===== src/rtl/tlb_pkg.sv =====
package tlb_pkg;

    typedef struct packed {
        logic sup;
        logic rd;
        logic wr;
    } perm_t;

    typedef enum logic [1:0] {
        ST_IDLE,
        ST_LOOKUP,
        ST_WREQ,
        ST_WAIT
    } xl_state_e;

endpackage


===== src/rtl/tlb_perm_chk.sv =====
module tlb_perm_chk
    import tlb_pkg::*;
(
    input  perm_t perm_i,
    input  logic  write_i,
    input  logic  super_i,
    output logic  fault_o
);

    logic kind_bad;
    logic mode_bad;

    always_comb begin
        kind_bad = write_i ? !perm_i.wr : !perm_i.rd;
        mode_bad = perm_i.sup && !super_i;
        fault_o  = kind_bad || mode_bad;
    end

endmodule


===== src/rtl/tlb_victim.sv =====
module tlb_victim #(
    parameter int ENTRIES = 8,
    parameter int IDX_W   = $clog2(ENTRIES)
) (
    input  logic               clk,
    input  logic               rst_n,
    input  logic [ENTRIES-1:0] valid_i,
    input  logic               alloc_i,
    output logic [IDX_W-1:0]   victim_o
);

    localparam logic [IDX_W-1:0] LAST = IDX_W'(ENTRIES - 1);

    logic [IDX_W-1:0] ptr_q, ptr_d;
    logic [IDX_W-1:0] free_idx;
    logic             full;

    always_comb begin
        full     = &valid_i;
        free_idx = '0;
        for (int i = ENTRIES - 1; i >= 0; i--) begin
            if (!valid_i[i]) free_idx = IDX_W'(i);
        end
        victim_o = full ? ptr_q : free_idx;
        ptr_d    = ptr_q;
        if (alloc_i && full) begin
            ptr_d = (ptr_q == LAST) ? '0 : ptr_q + 1'b1;
        end
    end

    always_ff @(posedge clk) begin
        if (!rst_n) ptr_q <= '0;
        else        ptr_q <= ptr_d;
    end


    free_first_chk: assert property (@(posedge clk) disable iff (!rst_n)
        !(&valid_i) |-> !valid_i[victim_o]);

endmodule


===== src/rtl/tlb_cam.sv =====
module tlb_cam
    import tlb_pkg::*;
#(
    parameter int ENTRIES = 8,
    parameter int VPN_W   = 20,
    parameter int PPN_W   = 20,
    parameter int IDX_W   = $clog2(ENTRIES)
) (
    input  logic               clk,
    input  logic               rst_n,
    input  logic               flush_i,
    input  logic [VPN_W-1:0]   lkp_vpn_i,
    output logic               lkp_hit_o,
    output logic [IDX_W-1:0]   lkp_idx_o,
    output logic [PPN_W-1:0]   lkp_ppn_o,
    output perm_t              lkp_perm_o,
    output logic [ENTRIES-1:0] valid_o,
    input  logic               wr_en_i,
    input  logic [IDX_W-1:0]   wr_idx_i,
    input  logic [PPN_W-1:0]   wr_ppn_i,
    input  perm_t              wr_perm_i
);

    logic [ENTRIES-1:0] valid_q, valid_d;
    logic [VPN_W-1:0]   tag_q  [ENTRIES];
    logic [VPN_W-1:0]   tag_d  [ENTRIES];
    logic [PPN_W-1:0]   ppn_q  [ENTRIES];
    logic [PPN_W-1:0]   ppn_d  [ENTRIES];
    perm_t              perm_q [ENTRIES];
    perm_t              perm_d [ENTRIES];
    logic [ENTRIES-1:0] match_vec;

    for (genvar g = 0; g < ENTRIES; g++) begin : g_cmp
        assign match_vec[g] = valid_q[g] && (tag_q[g] == lkp_vpn_i);
    end

    always_comb begin
        lkp_idx_o  = '0;
        lkp_ppn_o  = '0;
        lkp_perm_o = '0;
        for (int i = 0; i < ENTRIES; i++) begin
            if (match_vec[i]) begin
                lkp_idx_o  = IDX_W'(i);
                lkp_ppn_o  = ppn_q[i];
                lkp_perm_o = perm_q[i];
            end
        end
        lkp_hit_o = |match_vec;
        valid_o   = valid_q;
    end

    always_comb begin
        valid_d = valid_q;
        tag_d   = tag_q;
        ppn_d   = ppn_q;
        perm_d  = perm_q;
        if (wr_en_i) begin
            valid_d[wr_idx_i] = 1'b1;
            tag_d[wr_idx_i]   = lkp_vpn_i;
            ppn_d[wr_idx_i]   = wr_ppn_i;
            perm_d[wr_idx_i]  = wr_perm_i;
        end
        if (flush_i) valid_d = '0;
    end

    always_ff @(posedge clk) begin
        if (!rst_n) begin
            valid_q <= '0;
            for (int i = 0; i < ENTRIES; i++) begin
                tag_q[i]  <= '0;
                ppn_q[i]  <= '0;
                perm_q[i] <= '0;
            end
        end else begin
            valid_q <= valid_d;
            tag_q   <= tag_d;
            ppn_q   <= ppn_d;
            perm_q  <= perm_d;
        end
    end


    single_match_chk: assert property (@(posedge clk) disable iff (!rst_n)
        $onehot0(match_vec));


    flush_empty_chk: assert property (@(posedge clk) disable iff (!rst_n)
        flush_i |=> (valid_q == '0));

endmodule


===== src/rtl/tlb_xlate.sv =====
module tlb_xlate
    import tlb_pkg::*;
#(
    parameter int VA_W    = 32,
    parameter int PA_W    = 32,
    parameter int PAGE_W  = 12,
    parameter int ENTRIES = 8
) (
    input  logic                 clk,
    input  logic                 rst_n,
    input  logic                 flush,
    input  logic                 req_valid,
    output logic                 req_ready,
    input  logic [VA_W-1:0]      req_vaddr,
    input  logic                 req_write,
    input  logic                 req_super,
    output logic                 rsp_valid,
    output logic [PA_W-1:0]      rsp_paddr,
    output logic                 rsp_prot_fault,
    output logic                 rsp_page_fault,
    output logic                 walk_req_valid,
    input  logic                 walk_req_ready,
    output logic [VA_W-PAGE_W-1:0] walk_req_vpn,
    input  logic                 walk_rsp_valid,
    input  logic                 walk_rsp_fault,
    input  logic [PA_W-PAGE_W-1:0] walk_rsp_ppn,
    input  logic                 walk_rsp_sup,
    input  logic                 walk_rsp_read,
    input  logic                 walk_rsp_write
);

    localparam int VPN_W = VA_W - PAGE_W;
    localparam int PPN_W = PA_W - PAGE_W;
    localparam int IDX_W = $clog2(ENTRIES);

    typedef struct packed {
        xl_state_e          st;
        logic [VPN_W-1:0]   vpn;
        logic [PAGE_W-1:0]  off;
        logic               wr;
        logic               sup;
    } xl_regs_t;

    xl_regs_t r_q, r_d;

    logic               c_hit;
    logic [IDX_W-1:0]   c_idx;
    logic [PPN_W-1:0]   c_ppn;
    perm_t              c_perm;
    logic [ENTRIES-1:0] c_valid;
    logic               fill_en;
    logic [IDX_W-1:0]   fill_idx;
    logic [IDX_W-1:0]   victim_idx;
    perm_t              walk_perm;
    perm_t              chk_perm;
    logic               chk_fault;

    always_comb begin
        walk_perm.sup = walk_rsp_sup;
        walk_perm.rd  = walk_rsp_read;
        walk_perm.wr  = walk_rsp_write;
        chk_perm      = (r_q.st == ST_WAIT) ? walk_perm : c_perm;
        fill_idx      = c_hit ? c_idx : victim_idx;
    end

    tlb_cam #(
        .ENTRIES (ENTRIES),
        .VPN_W   (VPN_W),
        .PPN_W   (PPN_W),
        .IDX_W   (IDX_W)
    ) u_cam (
        .clk        (clk),
        .rst_n      (rst_n),
        .flush_i    (flush),
        .lkp_vpn_i  (r_q.vpn),
        .lkp_hit_o  (c_hit),
        .lkp_idx_o  (c_idx),
        .lkp_ppn_o  (c_ppn),
        .lkp_perm_o (c_perm),
        .valid_o    (c_valid),
        .wr_en_i    (fill_en),
        .wr_idx_i   (fill_idx),
        .wr_ppn_i   (walk_rsp_ppn),
        .wr_perm_i  (walk_perm)
    );

    tlb_victim #(
        .ENTRIES (ENTRIES),
        .IDX_W   (IDX_W)
    ) u_victim (
        .clk      (clk),
        .rst_n    (rst_n),
        .valid_i  (c_valid),
        .alloc_i  (fill_en && !c_hit),
        .victim_o (victim_idx)
    );

    tlb_perm_chk u_perm (
        .perm_i  (chk_perm),
        .write_i (r_q.wr),
        .super_i (r_q.sup),
        .fault_o (chk_fault)
    );

    always_comb begin
        r_d            = r_q;
        req_ready      = (r_q.st == ST_IDLE);
        rsp_valid      = 1'b0;
        rsp_paddr      = '0;
        rsp_prot_fault = 1'b0;
        rsp_page_fault = 1'b0;
        walk_req_valid = 1'b0;
        walk_req_vpn   = r_q.vpn;
        fill_en        = 1'b0;
        unique case (r_q.st)
            ST_IDLE: begin
                if (req_valid) begin
                    r_d.vpn = req_vaddr[VA_W-1:PAGE_W];
                    r_d.off = req_vaddr[PAGE_W-1:0];
                    r_d.wr  = req_write;
                    r_d.sup = req_super;
                    r_d.st  = ST_LOOKUP;
                end
            end
            ST_LOOKUP: begin
                if (c_hit) begin
                    rsp_valid      = 1'b1;
                    rsp_paddr      = {c_ppn, r_q.off};
                    rsp_prot_fault = chk_fault;
                    r_d.st         = ST_IDLE;
                end else begin
                    r_d.st = ST_WREQ;
                end
            end
            ST_WREQ: begin
                walk_req_valid = 1'b1;
                if (walk_req_ready) r_d.st = ST_WAIT;
            end
            ST_WAIT: begin
                if (walk_rsp_valid) begin
                    rsp_valid = 1'b1;
                    r_d.st    = ST_IDLE;
                    if (walk_rsp_fault) begin
                        rsp_page_fault = 1'b1;
                    end else begin
                        rsp_paddr      = {walk_rsp_ppn, r_q.off};
                        rsp_prot_fault = chk_fault;
                        fill_en        = !flush;
                    end
                end
            end
            default: r_d.st = ST_IDLE;
        endcase
    end

    always_ff @(posedge clk) begin
        if (!rst_n) begin
            r_q     <= '0;
            r_q.st  <= ST_IDLE;
        end else begin
            r_q <= r_d;
        end
    end


    accept_busy_chk: assert property (@(posedge clk) disable iff (!rst_n)
        (req_valid && req_ready) |=> !req_ready);


    walk_hold_chk: assert property (@(posedge clk) disable iff (!rst_n)
        (walk_req_valid && !walk_req_ready) |=> (walk_req_valid && $stable(walk_req_vpn)));


    pf_pass_chk: assert property (@(posedge clk) disable iff (!rst_n)
        (r_q.st == ST_WAIT && walk_rsp_valid && walk_rsp_fault)
            |-> (rsp_valid && rsp_page_fault && !rsp_prot_fault && !fill_en));


    flush_fill_chk: assert property (@(posedge clk) disable iff (!rst_n)
        (flush && r_q.st == ST_WAIT && walk_rsp_valid) |=> (c_valid == '0));

endmodule


===== config.mk =====
export PLATFORM = sky130hd
export DESIGN_NAME = tlb_xlate
export DESIGN_NICKNAME = d
export VERILOG_FILES = /design/src/rtl/tlb_pkg.sv /design/src/rtl/tlb_perm_chk.sv /design/src/rtl/tlb_victim.sv /design/src/rtl/tlb_cam.sv /design/src/rtl/tlb_xlate.sv
export SDC_FILE = /design/constraint.sdc
export NUM_CORES = 1
export LEC_CHECK = 0
export BUFFER_PORTS_ARGS = -buffer_cell sky130_fd_sc_hd__buf_4
export CAP_MARGIN = 30
export CELL_PAD_IN_SITES_DETAIL_PLACEMENT = 0
export CELL_PAD_IN_SITES_GLOBAL_PLACEMENT = 1
export CORE_MARGIN = 2
export CORE_UTILIZATION = 47
export DETAILED_ROUTE_END_ITERATION = 12
export PLACE_DENSITY = 0.76
export SYNTH_ARGS = -nofsm -noshare
export SYNTH_HDL_FRONTEND = slang
export SYNTH_SLANG_ARGS = --single-unit

===== constraint.sdc =====
create_clock -name clk -period 4.6 [get_ports clk]
set_clock_uncertainty 0.15 [all_clocks]
set_input_delay 0.92 -clock clk [delete_from_list [all_inputs] [get_ports clk]]
set_output_delay 0.92 -clock clk [all_outputs]
set_load 0.01 [all_outputs]

=== Yosys cells after proc, flatten, opt, wreduce, memory -nomap -nowiden ===
Cells that the tools add are included.

* Flip-flop bits (word level): 391
* Bits of input ports: 64
* Output and inout bits: 57
* Word-level logic and storage cells: 163

* Add/sub/neg operators: 1
* $lt $le $gt $ge: 4
* Equality and inequality tests: 15
* Muxes and demuxes: 68
* Bitwise gates (word level): 3
* Reduce and logical (&&, ||, !) cells: 25

{| class="wikitable"
|+ Operators with widths
! operator !! number
|-
| 160-bit bitwise mux || 2
|-
| 20-bit 2-to-1 mux || 9
|-
| 20-bit == test || 8
|-
| 32-bit 2-to-1 mux || 3
|-
| 3-bit 2-to-1 mux || 25
|-
| 32-bit case mux with 2 select lines || 1
|-
| 20-bit demux with 3-bit select || 1
|-
| 36-bit 2-to-1 mux || 1
|-
| 24-bit bitwise mux || 1
|-
| 1-bit 2-to-1 mux || 15
|-
| 1-bit logical AND || 13
|-
| 2-bit 2-to-1 mux || 5
|-
| 3-bit demux with 3-bit select || 1
|-
| 8-bit bitwise OR || 1
|-
| 2-bit case mux with 4 select lines || 1
|-
| 8-bit AND reduction || 1
|-
| 8-bit OR reduction || 1
|-
| 2-bit != test (second input constant) || 3
|-
| 1-bit logical NOT || 5
|-
| 2-bit == test (second input constant) || 2
|-
| 4-bit >= comparator (second input constant) || 1
|-
| 3-bit by 4-bit less-than comparator with 1-bit output (second input constant) || 1
|-
| 4-bit by 1-bit less-than comparator with 1-bit output (second input constant) || 1
|-
| 3-bit NOT with 4-bit output || 1
|-
| other kinds (12) || 13
|}

=== Depth between registers and ports, before layout ===
Gate-level depths: netlist of the first run.

* Word-level depth: 17
* Gate-level depth with buffers: 14
* Depth with buffers taken out: 9

=== Modules after synthesis ===
Synthesis of the first run repeated with hierarchy kept, for this count alone.

* Cells, all modules: 2,434
* Area total of the unflattened synthesis: 19,753.9 sq um

{| class="wikitable"
|+ By module, submodules not included
! module !! times used !! cells each !! area an instance (sq um)
|-
| tlb_cam || 1 || 2,160 || 17,520.6
|-
| tlb_xlate || 1 || 240 || 1,961.9
|-
| tlb_victim || 1 || 31 || 246.5
|-
| tlb_perm_chk || 1 || 3 || 25.0
|}

=== Worst setup path before layout of the first run ===
Ideal clock, no wire load.

* Kind: register -> output
* Start: register r_q (netlist bit walk_req_vpn[17])
* End: output port rsp_prot_fault
* Arrival time: 2.550 ns
* Required time: 3.530 ns
* Path slack: 0.980 ns
* Stages on the path, launching flop included: 11
* Cells stage by stage: dfxtp_1 buf_4 xnor2_1 nand4_1 or4_4 a211oi_1 clkbuf_1 a221oi_1 o31ai_1 o21ai_0 a21oi_1

* Word-level cells in the longest chain between the ends: 17
* Elaborated cells between the ends (all ways): 35
* Classes of those cells: 8 x eq/ne; 14 x mux; 13 x reduce/logical

{| class="wikitable"
|+ Ends and longest elaborated chain
! what !! RTL line !! source
|-
| start: declaration || tlb_xlate.sv:44 || <nowiki>xl_regs_t r_q, r_d;</nowiki>
|-
| start signal: assignment || tlb_xlate.sv:161 || <nowiki>r_q <= r_d;</nowiki>
|-
| 20-bit == test || tlb_cam.sv:34 || <nowiki>assign match_vec[g] = valid_q[g] && (tag_q[g] == lkp_vpn_i);</nowiki>
|-
| 1-bit logical AND || tlb_cam.sv:34 ||
|-
| 3-bit 2-to-1 mux (8 in series) || tlb_cam.sv:42 || <nowiki>if (match_vec[i]) begin</nowiki>
|-
| 3-bit 2-to-1 mux || tlb_xlate.sv:62 || <nowiki>chk_perm = (r_q.st == ST_WAIT) ? walk_perm : c_perm;</nowiki>
|-
| 1-bit logical NOT || tlb_perm_chk.sv:14 || <nowiki>kind_bad = write_i ? !perm_i.wr : !perm_i.rd;</nowiki>
|-
| 1-bit 2-to-1 mux || tlb_perm_chk.sv:14 ||
|-
| 1-bit logical OR || tlb_perm_chk.sv:16 || <nowiki>fault_o = kind_bad || mode_bad;</nowiki>
|-
| 1-bit 2-to-1 mux || tlb_xlate.sv:143 || <nowiki>if (walk_rsp_fault) begin</nowiki>
|-
| 1-bit 2-to-1 mux || tlb_xlate.sv:140 || <nowiki>if (walk_rsp_valid) begin</nowiki>
|-
| 1-bit case mux with 2 select lines (*) || tlb_xlate.sv:115 || <nowiki>unique case (r_q.st)</nowiki>
|-
| end: declaration || tlb_xlate.sv:19 || <nowiki>output logic rsp_prot_fault,</nowiki>
|}

Every way passes the cells marked *; elsewhere a longest branch is shown, timed or not.

=== Worst setup path after layout of the first run ===
* Start: register r_q (netlist bit walk_req_vpn[15])
* End: output port rsp_paddr[29]

* Word-level cells in the longest chain between the ends: 12
* Elaborated cells between the ends (all ways): 27
* Classes of those cells: 8 x eq/ne; 10 x mux; 9 x reduce/logical

{| class="wikitable"
|+ Ends and longest elaborated chain
! what !! RTL line !! source
|-
| 20-bit == test || tlb_cam.sv:34 ||
|-
| 1-bit logical AND || tlb_cam.sv:34 ||
|-
| 20-bit 2-to-1 mux (8 in series) || tlb_cam.sv:42 ||
|-
| 32-bit 2-to-1 mux (*) || tlb_xlate.sv:126 || <nowiki>if (c_hit) begin</nowiki>
|-
| 32-bit case mux with 2 select lines (*) || tlb_xlate.sv:115 ||
|-
| end: declaration || tlb_xlate.sv:18 || <nowiki>output logic [PA_W-1:0] rsp_paddr,</nowiki>
|}

Marked as above.

==> summary.txt, run 1 <==
Clock network
  – Clock transition at path regs: 0.06 ns
  – Clock sinks: between 300 and 400
  – Clk Latency, worst-skew pair: 0.57 ns
  – TritonCTS buffer count: 44
  – H-tree levels: 2
  – CTS root buffer: clkbuf_16
  – TritonCTS clock tree: done
  – CTS Buffer Depth: 3
  – Hold Buf Count CTS: 0

Drt
  – Via Count: around 14,000
  – Starting DRT DRC Count: 1,002
  – DRC errors left: 0
  – DR WL met3: 3.594 mm
  – Post-Route M1 WL: 25.72 mm
  – Final WL: roughly 53 mm
  – WL/cell: 20.35 um
  – Antenna viol nets, final: 0
  – Via/cell ratio: 5.464
  – Top sig layer: met4
  – Met2 wire length: 22.54 mm
  – TritonRoute pass-1 iters: 5

Synthesis
  – FF+latch count, synth: 391
  – Syn Inst Count: 1,947
  – Yosys top cell area share: a little over two fifths
  – Post-synth cell types: 63
  – FFs w/ async S/R, synth: 0%
  – Net Count, Synth: just over 2,000
  – Yosys warning total: 0
  – Main area contributors after synthesis: dfxtp_1 (43%), mux2i_1 (19%), nand2_1 (10%)
  – Top cells by count, synth: nand2_1 (491), dfxtp_1 (391), mux2i_1 (348)
  – Seq/Total Area, Yosys: 42.86%
  – Cell with the most instances after synthesis: nand2_1
  – Largest area contributor in the synthesized netlist: dfxtp_1
  – Post-synth design cell area: between 15,000 and 20,000 um^2
  – EDFF count, synth: 0
  – Syn avg cell area: roughly 9.4 um^2
  – Main synth FF type: dfxtp_1

Floorplanning
  – Die Ht: between 200 and 250 um
  – Die W: ~200 um
  – Core Area: slightly below 40,000 um^2
  – Row cnt: 72
  – Starting Density: between 40% and 50%
  – Area of the die: 40,460 um^2
  – I/O pin cnt: around 120

Timing
  – Final setup fails: 0
  – Tcrit/Tclk final: a little over nine tenths
  – Final Hold Vio Count: 0
  – Slew @ Worst Pin: 0.7558 ns
  – RSZ-0062 raised after global routing: false
  – Highest Clock Rate: 224.7 MHz
  – Fin. max-slew vios: 0
  – Fin Setup TNS: 0 ns
  – Slew headroom: between 40% and 50%
  – Minimum clock period: between 4 and 5 ns

Global routing
  – Total congestion overflow: 0
  – Pin count of the biggest net entering global routing: 101
  – Initial antenna violation count: 0
  – Total global routing track utilization: approximately 26%
  – Vias in the first global route: around 14,000
  – First-pass GRT wire length: 82.15 mm

Final layout
  – Ant diodes: 0
  – Design area: about 21,000 um^2
  – Final Net Count: approximately 2,100
  – Reg area: 7856 um^2
  – Fillers: 3,507
  – Multi-input logic area: approximately 9600 um^2
  – Fraction of layout cells with a size suffix above 1: 17.03%
  – P&R area growth vs syn: 16.74%

Power and ir drop
  – Leakage power: 9.852 nW
  – Peak supply drop: around 220 uV
  – Combinational fraction of design power: under 10%
  – Cell area power density: around 360 nW/um^2
  – Cell-internal power: between 5 and 6 mW
  – Switching power: between 1.5 and 2 mW
  – Clock share of power: between 40% and 50%
  – Flop pwr share: 45.7%
  – Sw Share: 24.21%

Critical path
  – Worst EP arrival: 3.38 ns
  – CP max stage delay: just under 0.5 ns
  – WP data required: between 3 and 4 ns
  – Setup CP Type: reg2out
  – Setup crit start kind: flop
  – Crit path top cell by count: buf_4
  – Crit-path max FO: 17
  – Critical path capture point type: output pin
  – CP max stage cell: dfxtp_2
  – CP cell instances: buf_4 > xnor2_1 > nand4_1 > nor4_4 > nand4_2 > nand2_2 > o31a_1 > and3_4 > buf_12 > o211ai_1 > nand2_1 > buf_4

Placed design
  – RePlAce Congestion: about 0.89
  – Port Buffers: between 100 and 150
  – Post-DP Area: 19,570 um^2
  – Post-DP HPWL: between 30 and 40 mm

Worst hold path
  – HP Class: reg2reg

Status
  – Status: completed

Run
  – Max Cap Viol: 0
==> worst max-delay path, delay by kind of cell, from the launching register on <==
kind	cells	cell delay [ns]
compound gates	2	0.33
buf+inv	3	0.50
simple gates	6	1.37
flops	1	0.49
xor+xnor	1	0.12
==> state kept, by name (all words and copies together) (netlist names), named ones only <==
name            count
u_cam.tag_q       160
r_q                15
walk_req_vpn       20
u_cam.ppn_q       160
u_victim.ptr_q      3
u_cam.valid_o       8
u_cam.perm_q       24
==> cells in the final DEF (no fill, tap or decap), types with 15 or more instances in the layout <==
cell type	netlist	final
o211ai_1	40	40
a221oi_1	21	21
clkbuf_16	0	45
a21boi_0	37	37
a211o_1	19	19
xnor2_1	113	103
nor2_1	58	57
mux2i_1	348	348
nand2_1	491	489
buf_4	50	192
clkbuf_8	0	16
nand4_1	26	26
dfxtp_1	391	374
nand3_1	16	15
a22oi_1	38	38
xor2_1	47	47
==> per-layer routing <==
layer | vias up | GRT usage, %
met3 | 54 | 5.313
met1 | 6907 | 38.04
met4 | 0 | 6.852
met2 | 387 | 38.43
li1 | 6809 | -
met5 | - | 0
==> per-stage QoR <==
step | total power [mW] | cells | worst slack [ns] | hold WS, ns | utilization, %
after detailed placement | 4.070 | 2504 | 0.2533 | 0.2988 | 50.87
after floorplan | 3.841 | 1947 | 0.9801 | 0.2834 | -
after CTS | 7.632 | 2588 | 0.004542 | 0.3075 | 55.10
after global routing | 7.822 | 2591 | 0.002320 | 0.3283 | 55.43
final | 7.582 | 2591 | 0.1491 | 0.3054 | 55.43
after global placement | 4.067 | 2503 | 0.3095 | 0.2920 | 50.80
==> layout make-up <==
cell class                 instances  area share (%)
multi-input combinational       1379           44.87
clock buffer                      70           6.473
inverter                          12          0.2113
timing repair buffer             209           8.098
clock inverter                    12          0.4636
sequential                       391           36.85
tap                              518           3.040
==> kinds of logic after synthesis <==
| kind of cell | count (synthesis) | share of synthesized area (%) |
|---|---|---|
| AOI/OAI and AO/OA | 201 | 8.522 |
| xor gates and xnor gates | 160 | 7.672 |
| adders and majority gates | 2 | 0.1370 |
| buffers and inverters | 177 | 5.850 |
| DFF | 391 | 42.86 |
| muxes | 348 | 19.07 |
| and+or+nand+nor | 668 | 15.89 |
==> power by group through the flow <==
stage / Clock (mW) / Sequential, mW / Combinational (mW)
after CTS: 3.62 / 3.46 / 0.550
after global placement: 0 / 3.53 / 0.532
after global routing: 3.75 / 3.47 / 0.601
final: 3.56 / 3.47 / 0.562
after floorplan: 0 / 3.49 / 0.348
after detailed placement: 0 / 3.54 / 0.533
==> final timing paths <==
check,start,endpoint,slack (ns),depth (start not counted)
worst max register to register,walk_req_vpn[10],u_cam.ppn_q[53],0.70,14
worst min-delay path,u_cam.perm_q[4],u_cam.perm_q[4],0.31,2
worst min register to register,u_cam.perm_q[4],u_cam.perm_q[4],0.31,2
worst max-delay path,walk_req_vpn[15],rsp_paddr[29],0.15,12
==> timing repair <==
item                       4_1_cts  5_1_grt
pin swaps                        6        8
setup endpoints to repair       33       33
gates resized for setup         38       23
buffers inserted                 2        3
(Power assumes the default switching activity.)
==> run 2, diff against run 1 <==
--- a/config.mk
+++ b/config.mk
@@ -12,7 +12,7 @@
 export CORE_MARGIN = 2
 export CORE_UTILIZATION = 47
 export DETAILED_ROUTE_END_ITERATION = 12
-export PLACE_DENSITY = 0.76
+export PLACE_DENSITY_LB_ADDON = 0.1
 export SYNTH_ARGS = -nofsm -noshare
 export SYNTH_HDL_FRONTEND = slang
 export SYNTH_SLANG_ARGS = --single-unit
==> summary.txt, run 2 (same netlist as run 1, synthesis figures left out) <==
Clock network
  – Hold Buf Count CTS: 0
  – Clk Latency, worst-skew pair: roughly 0.57 ns
  – H-tree levels: 2
  – CTS Buffer Depth: 3
  – TritonCTS buffer count: 44
  – TritonCTS clock tree: done
  – CTS root buffer: clkbuf_16
  – Clock transition at path regs: ~0.050 ns
  – Clock sinks: approximately 390

Power and ir drop
  – Switching power: about 1.8 mW
  – Clock share of power: 45.2%
  – Peak supply drop: 240.1 uV
  – Combinational fraction of design power: 7.8%
  – Leakage power: 9.825 nW
  – Sw Share: approximately 24%
  – Cell-internal power: 5.579 mW
  – Cell area power density: between 300 and 400 nW/um^2
  – Flop pwr share: between 40% and 50%

Final layout
  – Largest regs: u_cam.ppn_q x160, u_cam.tag_q x160, u_cam.perm_q x24
  – P&R area growth vs syn: 16.65%
  – Ant diodes: 0
  – Final Net Count: 2,101
  – Most frequent cells in the layout: nand2_1 (489), dfxtp_1 (373), mux2i_1 (348), buf_4 (180), xnor2_1 (103)
  – Cell Count, Final, Fillers Out: between 2,000 and 3,000
  – Fraction of layout cells with a size suffix above 1: about 16%
  – Most common library cell in the layout ignoring fill and taps: nand2_1

Worst hold path
  – HP Class: reg2reg
  – Hold Crit Depth: 2
  – Worst Hold Path EP: u_cam.ppn_q[37]
  – Hold Startpoint: u_cam.ppn_q[37]

Global routing
  – Initial antenna violation count: 0
  – First-pass GRT wire length: between 80 and 90 mm
  – Pin count of the biggest net entering global routing: between 100 and 150
  – Vias in the first global route: 14,000
  – Total congestion overflow: 0
  – Total global routing track utilization: between 20% and 30%

Drt
  – Post-Route M1 WL: 27.21 mm
  – Starting DRT DRC Count: approximately 910
  – Top sig layer: met4
  – Via Count: around 14,000
  – Antenna viol nets, final: 0
  – TritonRoute pass-1 iters: 5
  – DRC errors left: 0
  – Via/cell ratio: approximately 5.5
  – DR WL met3: about 3.2 mm
  – Met2 wire length: 22.98 mm
  – WL/cell: 21.09 um
  – Final WL: between 50 and 60 mm

Critical path
  – Crit-path max FO: 6
  – Worst r2r src: walk_req_vpn[10]
  – Critical path capture point type: output pin
  – Crit path top cell by count: buf_4
  – Setup crit start kind: flop
  – Reg2reg end: u_cam.tag_q[115]
  – Setup CP Type: reg2out
  – WP data required: around 3.5 ns
  – Worst EP arrival: 3.44 ns
  – Reg2reg setup slack: about 0.66 ns
  – Family with the most delay on the worst path: compound AO/OA/AOI/OAI gates
  – CP max stage cell: or4_4
  – Buf+Inv Stages, Crit Path: 3
  – CP cell instances: buf_4 > xnor2_1 > nand4_1 > or4_4 > a211oi_2 > buf_4 > a221oi_1 > a2111oi_2 > o21ai_1 > a21oi_2 > buf_4
  – Worst R2R Path Depth: 12
  – CP max stage delay: slightly below 0.6 ns

Placed design
  – Port Buffers: 120
  – Placed cell count: 2,501
  – RePlAce Congestion: around 0.81
  – Post-DP HPWL: approximately 36 mm
  – Setup WS pre-CTS: roughly 0.15 ns

Status
  – Status: completed

Timing
  – Tcrit/Tclk final: a little over nine tenths
  – Worst setup margin: around 0.091 ns
  – Fin. max-slew vios: 0
  – Final setup fails: 0
  – Slew @ Worst Pin: around 0.77 ns
  – Minimum clock period: 4.509 ns
  – Slew headroom: roughly half
  – Final Hold Vio Count: 0
  – Highest Clock Rate: 221.8 MHz

Floorplanning
  – Row cnt: 72
  – Core Area: 38,470 um^2
  – Die Ht: 201.1 um
  – Starting Density: a little under half
  – Area of the die: 40,460 um^2
  – I/O pin cnt: 121
  – Die W: between 200 and 250 um

Run
  – Max Cap Viol: 0
==> run 2: worst reg2reg max path: stages, from the launching register on <==
cell and delay, ns:
dfxtp_2 0.51, xnor2_1 0.19, nand4_1 0.26, nor4_4 0.37
nand4_1 0.27, buf_12 0.22, buf_8 0.16, and4_1 0.21
nor4_4 0.24, nor2b_1 0.45, nand2_4 0.34, buf_12 0.29
mux2i_1 0.16
==> run 2: layer usage <==
metal / vias up / GRT usage, %
met2: 361 / 39.59
met3: 72 / 3.952
li1: 6793 / -
met1: 6861 / 40.64
met4: 0 / 7.275
met5: - / 0
==> run 2: timing repair <==
action / in CTS / in global routing
gates cloned: 1 / 0
gates resized for setup: 29 / 37
setup buffers: 5 / 0
endpoints found under the setup margin: 34 / 33
pin swaps: 4 / 14
==> run 2: cell type report <==
type | count | area [um^2]
Fill cell | 3521 | 17160
Multi-Input combinational cell | 1379 | 9574
Sequential cell | 391 | 7860
Timing Repair Buffer | 207 | 1841
Clock buffer | 68 | 1313
Tap cell | 518 | 648.1
Inverter | 12 | 45.04
Clock inverter | 5 | 25.02
==> run 2: power by group through the flow <==
stage / combinational (mW) / sequential [mW] / clock (mW)
final: 0.576 / 3.47 / 3.33
after global routing: 0.616 / 3.47 / 3.54
after CTS: 0.562 / 3.46 / 3.38
after detailed placement: 0.547 / 3.54 / 0
after global placement: 0.548 / 3.53 / 0
after floorplan: 0.348 / 3.49 / 0
==> run 2: per-stage QoR <==
stage	hold slack, ns	total power, mW	TNS [ns]	instance area (um^2)	util, %
after global routing	0.3220	7.622	-0.02479	21310	55.39
after global placement	0.2918	4.082	0	19640	51.06
after CTS	0.3078	7.411	0	21140	54.96
after detailed placement	0.2978	4.084	0	19640	51.06
final	0.3060	7.372	0	21310	55.39
after floorplan	0.2834	3.841	0	18270	-
==> run 2: worst max-delay path by stage <==
stage               slack, ns  cells after the start        startpoint              to
floorplan                0.98                     10  walk_req_vpn[17]  rsp_prot_fault
global placement         0.15                     11   walk_req_vpn[0]   rsp_paddr[20]
detailed placement       0.15                     11   walk_req_vpn[0]   rsp_paddr[20]
finish                   0.09                     11   walk_req_vpn[6]   rsp_paddr[20]
CTS                    0.0006                     11  walk_req_vpn[17]   rsp_paddr[19]
global route            -0.02                     11   walk_req_vpn[6]   rsp_paddr[20]
